==> src/rtl/pll_cfg_pkg.sv <==
package pll_cfg_pkg;
  typedef enum logic [3:0] {
    ADDR_R0  = 4'b0000,
    ADDR_PWR = 4'b0001,
    ADDR_DIV = 4'b0111
  } addr_e;

  localparam int PWR_PD_BIT = 4;
  localparam int PWR_AU_BIT = 5;
endpackage

==> src/rtl/serial_shift.sv <==
module serial_shift #(
  parameter int WORD_W = 24,
  parameter int SYNC_N = 2
) (
  input  logic              clk_i,
  input  logic              rst_ni,
  input  logic              sclk_i,
  input  logic              sdata_i,
  input  logic              le_i,
  output logic [WORD_W-1:0] word_o,
  output logic              latch_o
);
  logic [SYNC_N-1:0] sclk_q, sdat_q, le_q;
  logic              sclk_prev, le_prev;
  logic [WORD_W-1:0] sr_q;

  // synchronizer chains, stage 0 first
  for (genvar i = 0; i < SYNC_N; i++) begin : g_sync
    if (i == 0) begin : g_first
      always_ff @(posedge clk_i or negedge rst_ni)
        if (!rst_ni) {sclk_q[0], sdat_q[0], le_q[0]} <= '0;
        else         {sclk_q[0], sdat_q[0], le_q[0]} <= {sclk_i, sdata_i, le_i};
    end else begin : g_next
      always_ff @(posedge clk_i or negedge rst_ni)
        if (!rst_ni) {sclk_q[i], sdat_q[i], le_q[i]} <= '0;
        else         {sclk_q[i], sdat_q[i], le_q[i]} <= {sclk_q[i-1], sdat_q[i-1], le_q[i-1]};
    end
  end

  logic sclk_rise;
  assign sclk_rise = sclk_q[SYNC_N-1] & ~sclk_prev;
  assign latch_o   = le_q[SYNC_N-1] & ~le_prev;

  always_ff @(posedge clk_i or negedge rst_ni) begin
    if (!rst_ni) begin
      sclk_prev <= 1'b0;
      le_prev   <= 1'b0;
      sr_q      <= '0;
    end else begin
      sclk_prev <= sclk_q[SYNC_N-1];
      le_prev   <= le_q[SYNC_N-1];
      if (sclk_rise) sr_q <= {sr_q[WORD_W-2:0], sdat_q[SYNC_N-1]};
    end
  end

  assign word_o = sr_q;
endmodule

==> src/rtl/cfg_regs.sv <==
module cfg_regs
  import pll_cfg_pkg::*;
#(
  parameter int WORD_W = 24,
  parameter int ADDR_W = 4,
  parameter int R_W    = 12,
  parameter int GAIN_W = 4,
  parameter int ACC_W  = 4,
  parameter int R_MIN  = 3,
  localparam int DATA_W = WORD_W - ADDR_W
) (
  input  logic              clk_i,
  input  logic              rst_ni,
  input  logic              wr_i,
  input  logic [WORD_W-1:0] word_i,
  output logic [R_W-1:0]    if_r_o,
  output logic [GAIN_W-1:0] cp_gain_o,
  output logic [ACC_W-1:0]  access_o,
  output logic [DATA_W-1:0] r0_data_o,
  output logic              bad_r_o,
  output logic              r0_wr_o,
  output logic              pwr_wr_o
);
  localparam int R_LO = ADDR_W;
  localparam int G_LO = R_LO + R_W;
  localparam int A_LO = G_LO + GAIN_W;

  logic [ADDR_W-1:0] addr;
  logic [R_W-1:0]    new_r;
  logic              div_wr, r_ok;

  assign addr     = word_i[ADDR_W-1:0];
  assign new_r    = word_i[G_LO-1:R_LO];
  assign div_wr   = wr_i && (addr == ADDR_DIV);
  assign r0_wr_o  = wr_i && (addr == ADDR_R0);
  assign pwr_wr_o = wr_i && (addr == ADDR_PWR);
  assign r_ok     = new_r >= R_W'(R_MIN);

  always_ff @(posedge clk_i or negedge rst_ni) begin
    if (!rst_ni) begin
      if_r_o    <= '0;
      cp_gain_o <= '0;
      access_o  <= '0;
      r0_data_o <= '0;
      bad_r_o   <= 1'b0;
    end else begin
      if (div_wr) begin
        cp_gain_o <= word_i[A_LO-1:G_LO];
        access_o  <= word_i[A_LO+ACC_W-1:A_LO];
        bad_r_o   <= !r_ok;
        if (r_ok) if_r_o <= new_r;
      end
      if (r0_wr_o) r0_data_o <= word_i[WORD_W-1:ADDR_W];
    end
  end
endmodule

==> src/rtl/power_ctrl.sv <==
module power_ctrl (
  input  logic clk_i,
  input  logic rst_ni,
  input  logic ce_i,
  input  logic pwr_wr_i,
  input  logic pd_in_i,
  input  logic au_in_i,
  input  logic r0_wr_i,
  output logic pd_bit_o,
  output logic au_o,
  output logic pd_o,
  output logic cp_tri_o
);
  always_ff @(posedge clk_i or negedge rst_ni) begin
    if (!rst_ni) begin
      pd_bit_o <= 1'b0;
      au_o     <= 1'b0;
    end else if (pwr_wr_i) begin
      pd_bit_o <= pd_in_i;
      au_o     <= au_in_i;
    end else if (r0_wr_i && au_o) begin
      pd_bit_o <= 1'b0;
    end
  end

  // chip enable low overrides the stored bit
  assign pd_o     = !ce_i || pd_bit_o;
  assign cp_tri_o = pd_o;
endmodule

==> src/rtl/pll_cfg_regs.sv <==
module pll_cfg_regs
  import pll_cfg_pkg::*;
#(
  parameter int WORD_W = 24,
  parameter int ADDR_W = 4,
  parameter int R_W    = 12,
  parameter int GAIN_W = 4,
  parameter int ACC_W  = 4,
  parameter int R_MIN  = 3,
  parameter int SYNC_N = 2,
  localparam int DATA_W = WORD_W - ADDR_W
) (
  input  logic              clk_i,
  input  logic              rst_ni,
  input  logic              sclk_i,
  input  logic              sdata_i,
  input  logic              le_i,
  input  logic              ce_i,
  output logic [R_W-1:0]    if_r_o,
  output logic [GAIN_W-1:0] cp_gain_o,
  output logic [ACC_W-1:0]  access_o,
  output logic [DATA_W-1:0] r0_data_o,
  output logic              bad_r_o,
  output logic              pd_o,
  output logic              cp_tri_o
);
  logic [WORD_W-1:0] word;
  logic              wr_stb, r0_wr, pwr_wr, pd_bit, auto_up;

  serial_shift #(.WORD_W(WORD_W), .SYNC_N(SYNC_N)) u_shift (
    .clk_i, .rst_ni, .sclk_i, .sdata_i, .le_i,
    .word_o(word), .latch_o(wr_stb)
  );

  cfg_regs #(
    .WORD_W(WORD_W), .ADDR_W(ADDR_W), .R_W(R_W),
    .GAIN_W(GAIN_W), .ACC_W(ACC_W), .R_MIN(R_MIN)
  ) u_regs (
    .clk_i, .rst_ni, .wr_i(wr_stb), .word_i(word),
    .if_r_o, .cp_gain_o, .access_o, .r0_data_o, .bad_r_o,
    .r0_wr_o(r0_wr), .pwr_wr_o(pwr_wr)
  );

  power_ctrl u_pwr (
    .clk_i, .rst_ni, .ce_i,
    .pwr_wr_i(pwr_wr), .pd_in_i(word[PWR_PD_BIT]), .au_in_i(word[PWR_AU_BIT]),
    .r0_wr_i(r0_wr), .pd_bit_o(pd_bit), .au_o(auto_up),
    .pd_o, .cp_tri_o
  );
endmodule

==> config.mk <==
export PLATFORM = sky130hd
export DESIGN_NAME = pll_cfg_regs
export DESIGN_NICKNAME = d
export VERILOG_FILES = /design/src/rtl/pll_cfg_pkg.sv /design/src/rtl/serial_shift.sv /design/src/rtl/cfg_regs.sv /design/src/rtl/power_ctrl.sv /design/src/rtl/pll_cfg_regs.sv
export SDC_FILE = /design/constraint.sdc
export NUM_CORES = 1
export LEC_CHECK = 0
export ABC_AREA = 1
export ABC_CLOCK_PERIOD_IN_PS = 1300
export BUFFER_PORTS_ARGS = -buffer_cell sky130_fd_sc_hd__buf_2
export CAP_MARGIN = 20
export CELL_PAD_IN_SITES_DETAIL_PLACEMENT = 1
export CELL_PAD_IN_SITES_GLOBAL_PLACEMENT = 1
export CORE_AREA = 2 2 94 96
export DETAILED_ROUTE_END_ITERATION = 12
export DIE_AREA = 0 0 96 98
export GPL_TIMING_DRIVEN = 0
export PLACE_DENSITY = 0.66
export SLEW_MARGIN = 15
export SYNTH_ARGS = -nofsm -noshare
export SYNTH_HDL_FRONTEND = slang
export SYNTH_SLANG_ARGS = --single-unit
==> constraint.sdc <==
create_clock -name clk_i -period 1.3 [get_ports clk_i]
set_input_delay 0.26 -clock clk_i [delete_from_list [all_inputs] [get_ports clk_i]]
set_output_delay 0.26 -clock clk_i [all_outputs]
set_load 0.01 [all_outputs]
Yosys cells after proc, flatten, opt, wreduce, memory -nomap -nowiden
Cells that the tools add are included.
{"block": "classes", "order_cmp": 1, "eq_ne": 2, "muxes": 2, "reduce_logical": 10, "bitwise_logic": 4}
{"op": "12-bit by 2-bit greater-or-equal comparator with 1-bit output (second input constant)", "count": 1}
{"op": "4-bit by 1-bit equality test with 1-bit output (second input constant)", "count": 1}
{"op": "4-bit by 3-bit equality test with 1-bit output (second input constant)", "count": 1}
{"op": "1-bit logical AND", "count": 4}
{"op": "4-bit logical NOT", "count": 1}
{"op": "1-bit AND", "count": 2}
{"op": "1-bit logical NOT", "count": 2}
{"op": "1-bit two-way mux", "count": 2}
{"op": "1-bit NOT", "count": 2}
{"op": "2-bit AND reduction", "count": 1}
{"op": "2-bit nonzero test", "count": 1}
{"op": "1-bit logical OR", "count": 1}
{"block": "totals", "reg_bits": 75, "input_bits": 6, "out_inout_bits": 43}

Depth between registers and ports, before layout
Gate-level depths: netlist of the first run.
{"block": "logic_depth", "depth_word": 6, "ltp_mapped": 8, "ltp_nobuf": 7}

Modules after synthesis
From an unflattened synthesis of the first run, not the netlist that was laid out.
{"block": "unflattened", "hier_cells": 314, "hier_area_um2": 3051.7}
{"mod": "cfg_regs", "instances": 1, "cells_per_inst": 186, "seq_area_each_um2": 1026.0, "area_each_um2": 1734.2}
{"mod": "serial_shift", "instances": 1, "cells_per_inst": 115, "seq_area_each_um2": 800.8, "area_each_um2": 1213.7}
{"mod": "power_ctrl", "instances": 1, "cells_per_inst": 13, "seq_area_each_um2": 50.0, "area_each_um2": 103.8}

Worst setup path before layout of the first run
Ideal clock, no wire load.
{"block": "synth_path", "path_kind": "register to register", "startpoint": "reg u_shift.le_prev", "endpoint": "reg u_regs.if_r_o[10]", "setup_slack_ps": 172, "path_stages_with_launch": 8, "n_path_buf": 1, "t_arrival_ps": 1011, "cell_sequence": "dfrtp_1 -> nor2_4 -> nand2_2 -> nor2_4 -> nand2_2 -> buf_6 -> nand2_1 -> nand2_1"}
{"block": "synth_between", "elab_chain_cells": 4}
{"element": "start: declaration", "line_no": "serial_shift.sv:14", "source": "logic sclk_prev, le_prev;"}
{"element": "start signal: assignment", "line_no": "serial_shift.sv:41", "source": "le_prev <= le_q[SYNC_N-1];"}
{"element": "1-bit NOT", "line_no": "serial_shift.sv:32", "source": "assign latch_o = le_q[SYNC_N-1] & ~le_prev;"}
{"element": "1-bit AND", "line_no": "serial_shift.sv:32"}
{"element": "1-bit logical AND", "line_no": "cfg_regs.sv:34", "source": "assign div_wr = wr_i && (addr == ADDR_DIV);"}
{"element": "2-bit AND reduction (no source line)"}
{"element": "end signal: assignment", "line_no": "cfg_regs.sv:51", "source": "if (r_ok) if_r_o <= new_r;"}
{"element": "end: declaration", "line_no": "cfg_regs.sv:16", "source": "output logic [R_W-1:0] if_r_o,"}
No other way between the ends.
A chain may end at the register's enable or synchronous reset.

Final worst setup path of the first run
{"block": "layout_path", "startpoint": "reg u_shift.sr_q[9], in the netlist u_shift.word_o[9]", "endpoint": "reg u_regs.if_r_o[3]"}
{"block": "layout_between", "elab_chain_cells": 2}
{"element": "start: declaration", "line_no": "serial_shift.sv:15", "source": "logic [WORD_W-1:0] sr_q;"}
{"element": "start signal: assignment", "line_no": "serial_shift.sv:42", "source": "if (sclk_rise) sr_q <= {sr_q[WORD_W-2:0], sdat_q[SYNC_N-1]};"}
{"element": "12-bit by 2-bit greater-or-equal comparator with 1-bit output", "line_no": "cfg_regs.sv:37", "source": "assign r_ok = new_r >= R_W'(R_MIN);"}
{"element": "2-bit AND reduction (no source line)"}
No other way between the ends.

==> results of run 1 <==
-- worst paths after layout --
check / start / endpoint / slack, ps
setup / recovery: u_shift.word_o[9] / u_regs.if_r_o[3] / 10
hold / removal: le_i / u_shift.le_q[0] / 20
setup reg to reg: u_shift.word_o[9] / u_regs.if_r_o[3] / 10
hold reg to reg: u_shift.sdat_q[0] / u_shift.sdat_q[1] / 350
max in group asynchronous: rst_ni / u_shift.word_o[0] / 400
min in group asynchronous: rst_ni / u_shift.word_o[11] / 320
-- flip-flops by register name, indices dropped and copies added, names as in the netlist, 2 cells and up --
register	count
u_shift.word_o	24
u_shift.le_q	2
u_regs.if_r_o	12
u_shift.sclk_q	2
u_regs.cp_gain_o	4
u_shift.sdat_q	2
u_regs.r0_data_o	20
u_regs.access_o	4
-- metrics by stage --
| step | cell area [um2] | hold slack, ps | worst slack (ps) |
|---|---|---|---|
| floorplan | 2850 | -35.6 | 172 |
| global placement | 3220 | 332 | -531 |
| detailed placement | 3250 | 141 | -49.7 |
| CTS | 3490 | 5.40 | 7.35 |
| global route | 3680 | 1.95 | -67.4 |
| finish | 3680 | 19.3 | 13.4 |
-- power by group --
group	total [W]	internal, W	switching, W
logic	0.00142	0.000634	0.000789
registers	0.00304	0.00274	0.000304
clock network	0.00198	0.00112	0.000856
-- synth_stat cells --
cell type	instances	area, um2
sky130_fd_sc_hd__nand4_1	2	12.5
sky130_fd_sc_hd__nand2_1	71	267
sky130_fd_sc_hd__a21oi_1	9	45.0
sky130_fd_sc_hd__nand3_1	15	75.1
sky130_fd_sc_hd__clkbuf_1	2	7.51
sky130_fd_sc_hd__clkbuf_8	2	27.5
sky130_fd_sc_hd__a21oi_2	2	17.5
sky130_fd_sc_hd__dfrtp_1	75	1880
sky130_fd_sc_hd__buf_4	1	7.51
sky130_fd_sc_hd__nor2_1	18	67.6
sky130_fd_sc_hd__o21ai_0	37	185
sky130_fd_sc_hd__mux2_2	1	11.3
sky130_fd_sc_hd__o21ai_1	6	30.0
sky130_fd_sc_hd__clkbuf_2	1	5.00
sky130_fd_sc_hd__buf_2	6	30.0
sky130_fd_sc_hd__buf_6	3	33.8
sky130_fd_sc_hd__nand2_2	5	31.3
sky130_fd_sc_hd__inv_1	25	93.8
sky130_fd_sc_hd__nor2_4	2	22.5
-- worst max-delay path: cells and delay by family, from the launching register on --
kind / cells / cell delay [ps]
DFF: 1 / 410
buffers and inverters: 2 / 270
and+or+nand+nor: 5 / 490
-- area by class of cell --
cell class              count  area share [%]
plain buffers              14            3.36
clock buffers              11            3.84
clock inverters             4            2.04
inverters                  25            2.55
multi-input cells         168            22.6
flip-flops and latches     75            51.0
well taps                 108            3.67
repair buffers             61            10.9
-- layer usage --
metal | GRT usage, % | up-vias | routed length (um)
met5 | 0 | - | 0
met4 | 2.97 | 0 | 44
met3 | 5.48 | 7 | 363
met2 | 23.9 | 51 | 3390
met1 | 19.8 | 1071 | 3040
li1 | - | 1039 | -
-- kinds of logic after synthesis --
logic type | share of synthesized area [%]
mux | 0.396
flops | 65.9
compound gates | 9.76
simple gates | 16.7
buf+inv | 7.21
-- what timing repair did --
| item | CTS | global route |
|---|---|---|
| pin swaps | 1 | 6 |
| hold buffers | 1 | 0 |
| setup endpoints to repair | 23 | 39 |
| buffers inserted | 1 | 8 |
| endpoints found under the hold margin | 15 | 0 |
| gates resized for setup | 4 | 43 |
| cloned | 0 | 2 |
==> impl_metrics.py, run 1 <==
metrics = {
    "outcome": {
        "status": "complete, no violations",
    },
    "sta": {
        "timing.final.crit_share_pct": 99.0,
        "max_slew.worst_pin.slew_ps": 479,
        "maxSlewViolCount": 0,
        "timing.setup.tns_ps": 0,
        "worst_slew_margin_rel_pct": 68.1,
        "setup_repair_after_global_routing_missed_its_margin": "true",
        "timing.final.hold_violations": 0,
        "finalSetupViolCount": 0,
        "clock.fmax_ghz": 0.777,
        "fin_worst_skew_ps": 7.99,
        "layout_min_cycle_time_ps": 1290,
    },
    "route": {
        "routedWlPerCell_um": 14.7,
        "dr_total_vias": 2168,
        "final_wl_um": 6840,
        "drc": 0,
        "drt.antenna.violating_nets": 0,
        "drt_first_pass_iters": 4,
        "detail_route.iter0.violations": 66,
        "drt-vias-per-instance": 4.65,
    },
    "finish": {
        "multi_input_comb_area_um2": 833,
        "final_cell_count_no_fill": 466,
        "n_fill_cell": 976,
        "utilization_pct": 43.5,
        "most-common-layout-cells": "sky130_fd_sc_hd__dfrtp_1, sky130_fd_sc_hd__nand2_1, sky130_fd_sc_hd__buf_2, sky130_fd_sc_hd__o21ai_0, sky130_fd_sc_hd__inv_1",
        "commonest_non_fill_non_tap_cell_in_the_layout": "sky130_fd_sc_hd__dfrtp_1",
        "final-seq-area_um2": 1880,
        "final_nets": 360,
        "fraction_of_final_layout_cells_sized_beyond_drive_strength_1_pct": 33.5,
        "area_delta_synth_final_pct": 29.4,
        "diodes": 0,
    },
    "place": {
        "dp.final_hpwl_um": 4460,
        "io_buffers": 48,
        "numPlacedInstances": 440,
        "gp_routability_congestion": 0.731,
    },
    "synth": {
        "synth.avg_cell_area_um2": 10.1,
        "post_synth_num_cell_types": 19,
        "netlist_instances": 283,
        "synth.yosys.seq_area_share_pct": 65.9,
        "netlist_area_um2": 2850,
        "ys_ff_latch": 75,
        "yosysWarningCount": 0,
        "syn_nets": 289,
    },
    "global_routing": {
        "first_global_vias": 2242,
        "antenna_found_initial": 0,
        "grt_pass1_wl_um": 10900,
        "grt_start_max_net_pins": 61,
        "grt.overflow.total": 0,
        "grtUsageTotal_pct": 15.0,
    },
    "clocking": {
        "numClockSinks": 75,
        "clock_tree.root_cell": "sky130_fd_sc_hd__clkbuf_8",
        "tritoncts": "yes",
        "maximum_number_of_buffers_from_clock_root_to_sink": 2,
        "path_clk_slew_ps": 80,
        "cts.htree.levels": 3,
        "worstSkewPairLatency_ps": 340,
        "total_cts_buffers": 9,
    },
    "setup_path": {
        "timing.reg2reg.worst_path_depth": 7,
        "path_cells": "inv_1 -> nand2_1 -> nor2_1 -> nand2_2 -> buf_8 -> nand3_1 -> nand2_1",
        "worst_path_max_delay_cell": "sky130_fd_sc_hd__dfrtp_1",
        "cp.required_ps": 1530,
        "crit_path_max_fanout": 10,
        "critical_setup_path_class": "reg -> reg",
        "setup.worst_path.start_class": "flop",
        "worst-endpoint-arrival_ps": 1520,
        "cp_endpoint_kind": "flop",
        "cpPeakStageDelay_ps": 410,
        "cpMostUsedCell": "sky130_fd_sc_hd__nand2_1",
    },
    "floorplanning": {
        "core.rowCount": 34,
        "io_pins": 49,
        "initial_utilization_pct": 33.6,
        "core_region_area_um2": 8470,
        "die_height_um": 98,
        "design.die.area_um2": 9410,
        "dieWidth_um": 96,
    },
    "run": {
        "cap_violations": 0,
    },
    "min_path": {
        "hold_path.class": "in -> reg",
        "worst_hold_path.num_cells": 1,
    },
    "pwr": {
        "power_per_cell_area_nw_per_um2": 1750,
        "p_leak_nw": 1.84,
        "fin_total_pwr_w": 0.00645,
        "vdd_drop_max_mv": 0.766,
    },
}
(Power assumes the default switching activity.)
==> inputs of run 2 (changes only) <==
--- a/config.mk
+++ b/config.mk
@@ -5,17 +5,16 @@
 export SDC_FILE = /design/constraint.sdc
 export NUM_CORES = 1
 export LEC_CHECK = 0
-export ABC_AREA = 1
 export ABC_CLOCK_PERIOD_IN_PS = 1300
 export BUFFER_PORTS_ARGS = -buffer_cell sky130_fd_sc_hd__buf_2
 export CAP_MARGIN = 20
 export CELL_PAD_IN_SITES_DETAIL_PLACEMENT = 1
 export CELL_PAD_IN_SITES_GLOBAL_PLACEMENT = 1
-export CORE_AREA = 2 2 94 96
+export CORE_AREA = 2 2 95 97
 export DETAILED_ROUTE_END_ITERATION = 12
-export DIE_AREA = 0 0 96 98
+export DIE_AREA = 0 0 97 99
 export GPL_TIMING_DRIVEN = 0
-export PLACE_DENSITY = 0.66
+export PLACE_DENSITY = 0.63
 export SLEW_MARGIN = 15
 export SYNTH_ARGS = -nofsm -noshare
 export SYNTH_HDL_FRONTEND = slang
==> impl_metrics.py, run 2 <==
metrics = {
    "sta": {
        "maxSlewViolCount": 0,
        "clock.fmax_ghz": 0.590,
        "timing.final.crit_share_pct": 130,
        "finalSetupViolCount": 43,
        "layout_min_cycle_time_ps": 1700,
        "max_slew.worst_pin.slew_ps": 484,
        "fin_worst_skew_ps": 6.53,
        "setup_repair_after_global_routing_missed_its_margin": "true",
        "worst_slew_margin_rel_pct": 67.8,
        "timing.final.ws_setup_ps": -396,
        "fin_hold_ws_ps": 352,
        "timing.final.hold_violations": 0,
    },
    "setup_path": {
        "path_cells": "or3b_4 -> nor4_4 -> buf_6 -> mux2_2",
        "timing.critical_path.max_delay_family": "simple AND/OR/NAND/NOR gates",
        "cpPeakStageDelay_ps": 430,
        "cp_endpoint_kind": "flop",
        "worst-endpoint-arrival_ps": 1940,
        "critical_setup_path_class": "reg -> reg",
        "crit_path_max_fanout": 10,
        "cp.required_ps": 1550,
        "worst_path_max_delay_cell": "sky130_fd_sc_hd__or3b_4",
        "setup.worst_path.start_class": "flop",
        "timing.critical_path.buf_inv": 1,
    },
    "synth": {
        "netlist_area_um2": 2950,
        "synth.yosys.seq_area_share_pct": 63.7,
        "post_synth_num_cell_types": 24,
        "ys_ff_latch": 75,
        "ys_top_cells_by_count": "sky130_fd_sc_hd__dfrtp_1, sky130_fd_sc_hd__mux2_2, sky130_fd_sc_hd__nand3_1",
        "synth.area.top_cells": "sky130_fd_sc_hd__dfrtp_1, sky130_fd_sc_hd__mux2_2, sky130_fd_sc_hd__nand3_1",
        "yosysWarningCount": 0,
        "synth.avg_cell_area_um2": 14.2,
        "netlist_instances": 208,
        "synth.largest_area_cell": "sky130_fd_sc_hd__dfrtp_1",
        "syn_nets": 214,
        "fraction_of_registers_with_async_set_or_reset_after_synthesis_pct": 100,
        "yosysTopAreaCellShare_pct": 63.7,
        "ys.flop_type": "sky130_fd_sc_hd__dfrtp_1",
        "synth_edf_count": 0,
        "yosys.cell_count.top_type": "sky130_fd_sc_hd__dfrtp_1",
    },
    "floorplanning": {
        "design.die.area_um2": 9600,
        "io_pins": 49,
        "core_region_area_um2": 8550,
        "core.rowCount": 34,
        "dieWidth_um": 97,
        "die_height_um": 99,
        "initial_utilization_pct": 34.4,
    },
    "route": {
        "routedWlPerCell_um": 17.2,
        "drc": 0,
        "drt-vias-per-instance": 5.03,
        "detail_route.iter0.violations": 59,
        "drt_first_pass_iters": 4,
        "dr_total_vias": 2013,
        "final_wl_um": 6880,
        "drt.antenna.violating_nets": 0,
    },
    "finish": {
        "fraction_of_final_layout_cells_sized_beyond_drive_strength_1_pct": 58.2,
        "design_area_um2": 3970,
        "largest_reg_flops": 24,
        "n_fill_cell": 895,
        "commonest_non_fill_non_tap_cell_in_the_layout": "sky130_fd_sc_hd__dfrtp_1",
        "final_nets": 293,
        "utilization_pct": 46.4,
        "area_delta_synth_final_pct": 34.8,
        "diodes": 0,
        "most-common-layout-cells": "sky130_fd_sc_hd__dfrtp_1, sky130_fd_sc_hd__buf_2, sky130_fd_sc_hd__mux2_2, sky130_fd_sc_hd__nand3_1, sky130_fd_sc_hd__mux2_4",
    },
    "pwr": {
        "power_per_cell_area_nw_per_um2": 1780,
        "p_leak_nw": 1.91,
        "vdd_drop_max_mv": 0.653,
    },
    "place": {
        "dp.final_hpwl_um": 4310,
        "io_buffers": 48,
        "gp_routability_congestion": 0.677,
        "post-place-ws_ps": -478,
        "postPlaceCellArea_um2": 3380,
    },
    "outcome": {
        "violations": "setup timing",
        "status": "finished, violations left",
    },
    "global_routing": {
        "antenna_found_initial": 0,
        "grtUsageTotal_pct": 15.1,
        "first_global_vias": 2153,
        "grt.overflow.total": 0,
        "grt_pass1_wl_um": 11400,
        "grt_start_max_net_pins": 40,
    },
    "clocking": {
        "cts.htree.levels": 3,
        "total_cts_buffers": 9,
        "numClockSinks": 75,
        "path_clk_slew_ps": 80,
        "clock_tree.root_cell": "sky130_fd_sc_hd__clkbuf_8",
        "worstSkewPairLatency_ps": 350,
        "tritoncts": "yes",
        "maximum_number_of_buffers_from_clock_root_to_sink": 2,
    },
    "min_path": {
        "hold_path.class": "reg -> reg",
    },
    "run": {
        "cap_violations": 0,
    },
}
[run 2: cell count changes after synthesis, moves of 4 or more]
cell                       previous run  this run
sky130_fd_sc_hd__nor2_1              18         1
sky130_fd_sc_hd__nand4_1              2        12
sky130_fd_sc_hd__o21ai_0             37        13
sky130_fd_sc_hd__nand3_1             15        24
sky130_fd_sc_hd__clkbuf_1             2         6
sky130_fd_sc_hd__nand2_2              5         0
sky130_fd_sc_hd__nand2_1             71         1
sky130_fd_sc_hd__mux2_2               1        51
sky130_fd_sc_hd__o21ai_1              6         0
sky130_fd_sc_hd__inv_1               25         1
sky130_fd_sc_hd__a21oi_1              9         0
[run 2: kinds of logic (layout without fill, tap and decap cells)]
| family | Yosys count | after routing | synth area share (%) |
|---|---|---|---|
| simple gates | 48 | 48 | 9.90 |
| compound gates | 18 | 18 | 3.53 |
| mux | 53 | 53 | 20.3 |
| buf+inv | 14 | 98 | 2.59 |
| flops | 75 | 75 | 63.7 |
[run 2: what timing repair did]
| item | in CTS | in global routing |
|---|---|---|
| hold endpoints to repair | 38 | 1 |
| buffers inserted | 9 | 6 |
| pin swaps | 4 | 22 |
| gates cloned | 0 | 1 |
| resized for setup | 41 | 30 |
| hold buffers | 3 | 1 |
| setup endpoints to repair | 63 | 64 |
[run 2: routing by layer]
metal  GRT usage [%]  vias to the layer above  part of all wire [%]
met5               0                        -                     0
met4            5.63                        0                   1.5
met3            4.11                        9                   4.5
met2            24.5                       42                    51
met1            19.3                     1044                    43
li1                -                      918                     -
[run 2: power by group]
group	internal, W	switching (W)
clock	0.000800	0.000884
sequential	0.00279	0.000554
combinational	0.00104	0.00101
total	0.00463	0.00245
[run 2: final cells by class]
| class | instances | area, um2 | area share [%] |
|---|---|---|---|
| Buffer | 12 | 124 | 3.12 |
| Clock buffer | 11 | 151 | 3.81 |
| Timing Repair Buffer | 69 | 473 | 11.9 |
| Sequential cell | 75 | 1880 | 47.3 |
| Clock inverter | 5 | 35.0 | 0.882 |
| Inverter | 1 | 3.75 | 0.0945 |
| Tap cell | 108 | 135 | 3.40 |
| Multi-Input combinational cell | 119 | 1170 | 29.5 |
[run 2: metrics by stage]
step,cells,total power [W],TNS (ps)
after floorplan,208,0.00418,-9370
after global placement,364,0.00477,-57370
after detailed placement,365,0.00486,-19430
after CTS,392,0.00692,-13960
after global routing,400,0.00755,-15980
final,400,0.00708,-13890
[run 2: worst paths after layout]
path / start / end / slack (ps) / cells past startpoint
setup / recovery: u_shift.le_prev / u_regs.r0_data_o[13] / -400 / 4
hold / removal: u_shift.le_q[0] / u_shift.le_q[1] / 350 / 0
setup reg to reg: u_shift.le_prev / u_regs.r0_data_o[13] / -400 / 4
hold reg to reg: u_shift.le_q[0] / u_shift.le_q[1] / 350 / 0
max in group asynchronous: rst_ni / u_regs.bad_r_o / 330 / 3
min in group asynchronous: rst_ni / u_regs.if_r_o[5] / 400 / 2
==> inputs of run 3 (changes only) <==
--- a/config.mk
+++ b/config.mk
@@ -5,7 +5,7 @@
 export SDC_FILE = /design/constraint.sdc
 export NUM_CORES = 1
 export LEC_CHECK = 0
-export ABC_CLOCK_PERIOD_IN_PS = 1300
+export ABC_CLOCK_PERIOD_IN_PS = 2100
 export BUFFER_PORTS_ARGS = -buffer_cell sky130_fd_sc_hd__buf_2
 export CAP_MARGIN = 20
 export CELL_PAD_IN_SITES_DETAIL_PLACEMENT = 1
==> constraint.sdc (replaced) <==
create_clock -name clk_i -period 2.1 [get_ports clk_i]
set_input_delay 0.42 -clock clk_i [delete_from_list [all_inputs] [get_ports clk_i]]
set_output_delay 0.42 -clock clk_i [all_outputs]
set_load 0.02 [all_outputs]
==> impl_metrics.py, run 3 (synthesis gave the netlist of run 2 again) <==
metrics = {
    "outcome": {
        "status": "complete, no violations",
    },
    "run": {
        "cap_violations": 0,
    },
    "finish": {
        "utilization_pct": 41.9,
        "largest_reg_flops": 24,
        "area_delta_synth_final_pct": 21.5,
        "final_nets": 275,
        "design_area_um2": 3580,
        "diodes": 0,
        "most-common-layout-cells": "sky130_fd_sc_hd__dfrtp_1, sky130_fd_sc_hd__mux2_2, sky130_fd_sc_hd__buf_2, sky130_fd_sc_hd__nand3_1, sky130_fd_sc_hd__o21ai_0",
        "commonest_non_fill_non_tap_cell_in_the_layout": "sky130_fd_sc_hd__dfrtp_1",
        "fraction_of_final_layout_cells_sized_beyond_drive_strength_1_pct": 45.3,
        "final_cell_count_no_fill": 382,
    },
    "global_routing": {
        "first_global_vias": 1990,
        "grt.overflow.total": 0,
        "grt_pass1_wl_um": 10400,
        "antenna_found_initial": 0,
        "grt_start_max_net_pins": 61,
        "grtUsageTotal_pct": 13.6,
    },
    "floorplanning": {
        "io_pins": 49,
        "design.die.area_um2": 9600,
        "initial_utilization_pct": 34.4,
        "die_height_um": 99,
        "dieWidth_um": 97,
        "core_region_area_um2": 8550,
        "core.rowCount": 34,
    },
    "min_path": {
        "hold_path.class": "in -> reg",
    },
    "sta": {
        "timing.final.hold_violations": 0,
        "setup_repair_after_global_routing_missed_its_margin": "false",
        "finalSetupViolCount": 0,
        "clock.fmax_ghz": 0.568,
        "max_slew.worst_pin.slew_ps": 595,
        "timing.setup.tns_ps": 0,
        "maxSlewViolCount": 0,
        "fin_worst_skew_ps": 6.88,
        "layout_min_cycle_time_ps": 1760,
        "worst_slew_margin_rel_pct": 60.0,
        "timing.final.crit_share_pct": 83.8,
    },
    "pwr": {
        "comb_power_share_pct": 24.6,
        "total_switching_power_w": 0.00144,
        "netSwitchingFraction_pct": 33.6,
        "vdd_drop_max_mv": 0.461,
        "power_per_cell_area_nw_per_um2": 1200,
        "sequential_fraction_of_design_power_pct": 47.0,
        "pwr-share-clk_pct": 28.4,
        "p_leak_nw": 1.75,
        "fin_total_pwr_w": 0.00429,
        "cell_internal_pwr_w": 0.00285,
    },
    "clocking": {
        "path_clk_slew_ps": 70,
        "post_cts_resize_count": 0,
        "tritoncts": "yes",
        "maximum_number_of_buffers_from_clock_root_to_sink": 2,
        "clock_tree.root_cell": "sky130_fd_sc_hd__clkbuf_8",
        "cts.htree.levels": 3,
        "post_cts.repair.setup_buffers": 0,
        "worstSkewPairLatency_ps": 340,
        "total_cts_buffers": 9,
        "numClockSinks": 75,
    },
    "setup_path": {
        "timing.critical_path.max_delay_family": "simple AND/OR/NAND/NOR gates",
        "timing.critical_path.buf_inv": 1,
        "cp.required_ps": 2330,
        "critical_setup_path_class": "reg -> reg",
        "path_cells": "or3b_4 -> nor4_4 -> buf_6 -> mux2_2",
        "setup.worst_path.start_class": "flop",
        "cpPeakStageDelay_ps": 470,
        "crit_path_max_fanout": 10,
        "worst-endpoint-arrival_ps": 1980,
        "cp_endpoint_kind": "flop",
        "worst_path_max_delay_cell": "sky130_fd_sc_hd__or3b_4",
    },
    "place": {
        "dp.final_hpwl_um": 4220,
        "numPlacedInstances": 365,
        "gp_routability_congestion": 0.772,
        "postPlaceCellArea_um2": 3350,
        "io_buffers": 48,
    },
    "route": {
        "drt_first_pass_iters": 4,
        "final_wl_um": 6140,
        "routedWlPerCell_um": 16.1,
        "drt.antenna.violating_nets": 0,
        "dr_total_vias": 1967,
        "detail_route.iter0.violations": 72,
        "drc": 0,
        "drt-vias-per-instance": 5.15,
    },
}
[run 3: worst reg2reg max path, stage by stage, from the launching register on]
cell	delay, ps
sky130_fd_sc_hd__dfrtp_1	420
sky130_fd_sc_hd__or3b_4	470
sky130_fd_sc_hd__nor4_4	210
sky130_fd_sc_hd__buf_6	200
sky130_fd_sc_hd__mux2_2	350
[run 3: final timing paths]
check	slack [ps]	endpoint	from	cells after the start
min	180	u_shift.sclk_q[0]	sclk_i	1
max in group asynchronous	1050	u_regs.r0_data_o[12]	rst_ni	3
min in group asynchronous	480	u_regs.if_r_o[4]	rst_ni	2
min reg2reg	350	u_shift.sclk_q[1]	u_shift.sclk_q[0]	0
max reg2reg	340	u_regs.r0_data_o[0]	u_shift.word_o[3]	4
max	340	u_regs.r0_data_o[0]	u_shift.word_o[3]	4
[run 3: per-stage QoR]
stage | hold WS [ps] | setup WS (ps)
floorplan | 124 | 468
global placement | 332 | 107
detailed placement | 300 | 324
CTS | 164 | 309
global route | 166 | 167
finish | 183 | 341
[run 3: area by class of cell]
cell class              count  area (um2)
plain buffers              13        72.6
well taps                 108         135
clock buffers              12         145
flip-flops and latches     75        1880
fillers                   911        4970
inverters                   1        3.75
multi-input cells         119         992
clock inverters             4        73.8
repair buffers             50         280
[run 3: metal layers]
layer	vias up	track usage, %	wire length, um
met5	-	0	0
met2	59	21.5	3000
met3	11	4.11	363
met4	0	4.23	98
li1	893	-	-
met1	1004	18.1	2680
[run 3: power groups by stage]
stage / Clock [W] / Combinational (W) / Sequential [W]
floorplan: 0 / 0.000561 / 0.00213
global placement: 0 / 0.00103 / 0.00203
detailed placement: 0 / 0.00107 / 0.00205
CTS: 0.00126 / 0.00108 / 0.00202
global route: 0.00131 / 0.00117 / 0.00208
finish: 0.00122 / 0.00105 / 0.00202
[run 3: timing repair]
item / CTS / global route
hold buffers: 1 / 0
endpoints found under the setup margin: 0 / 0
endpoints found under the hold margin: 15 / 0
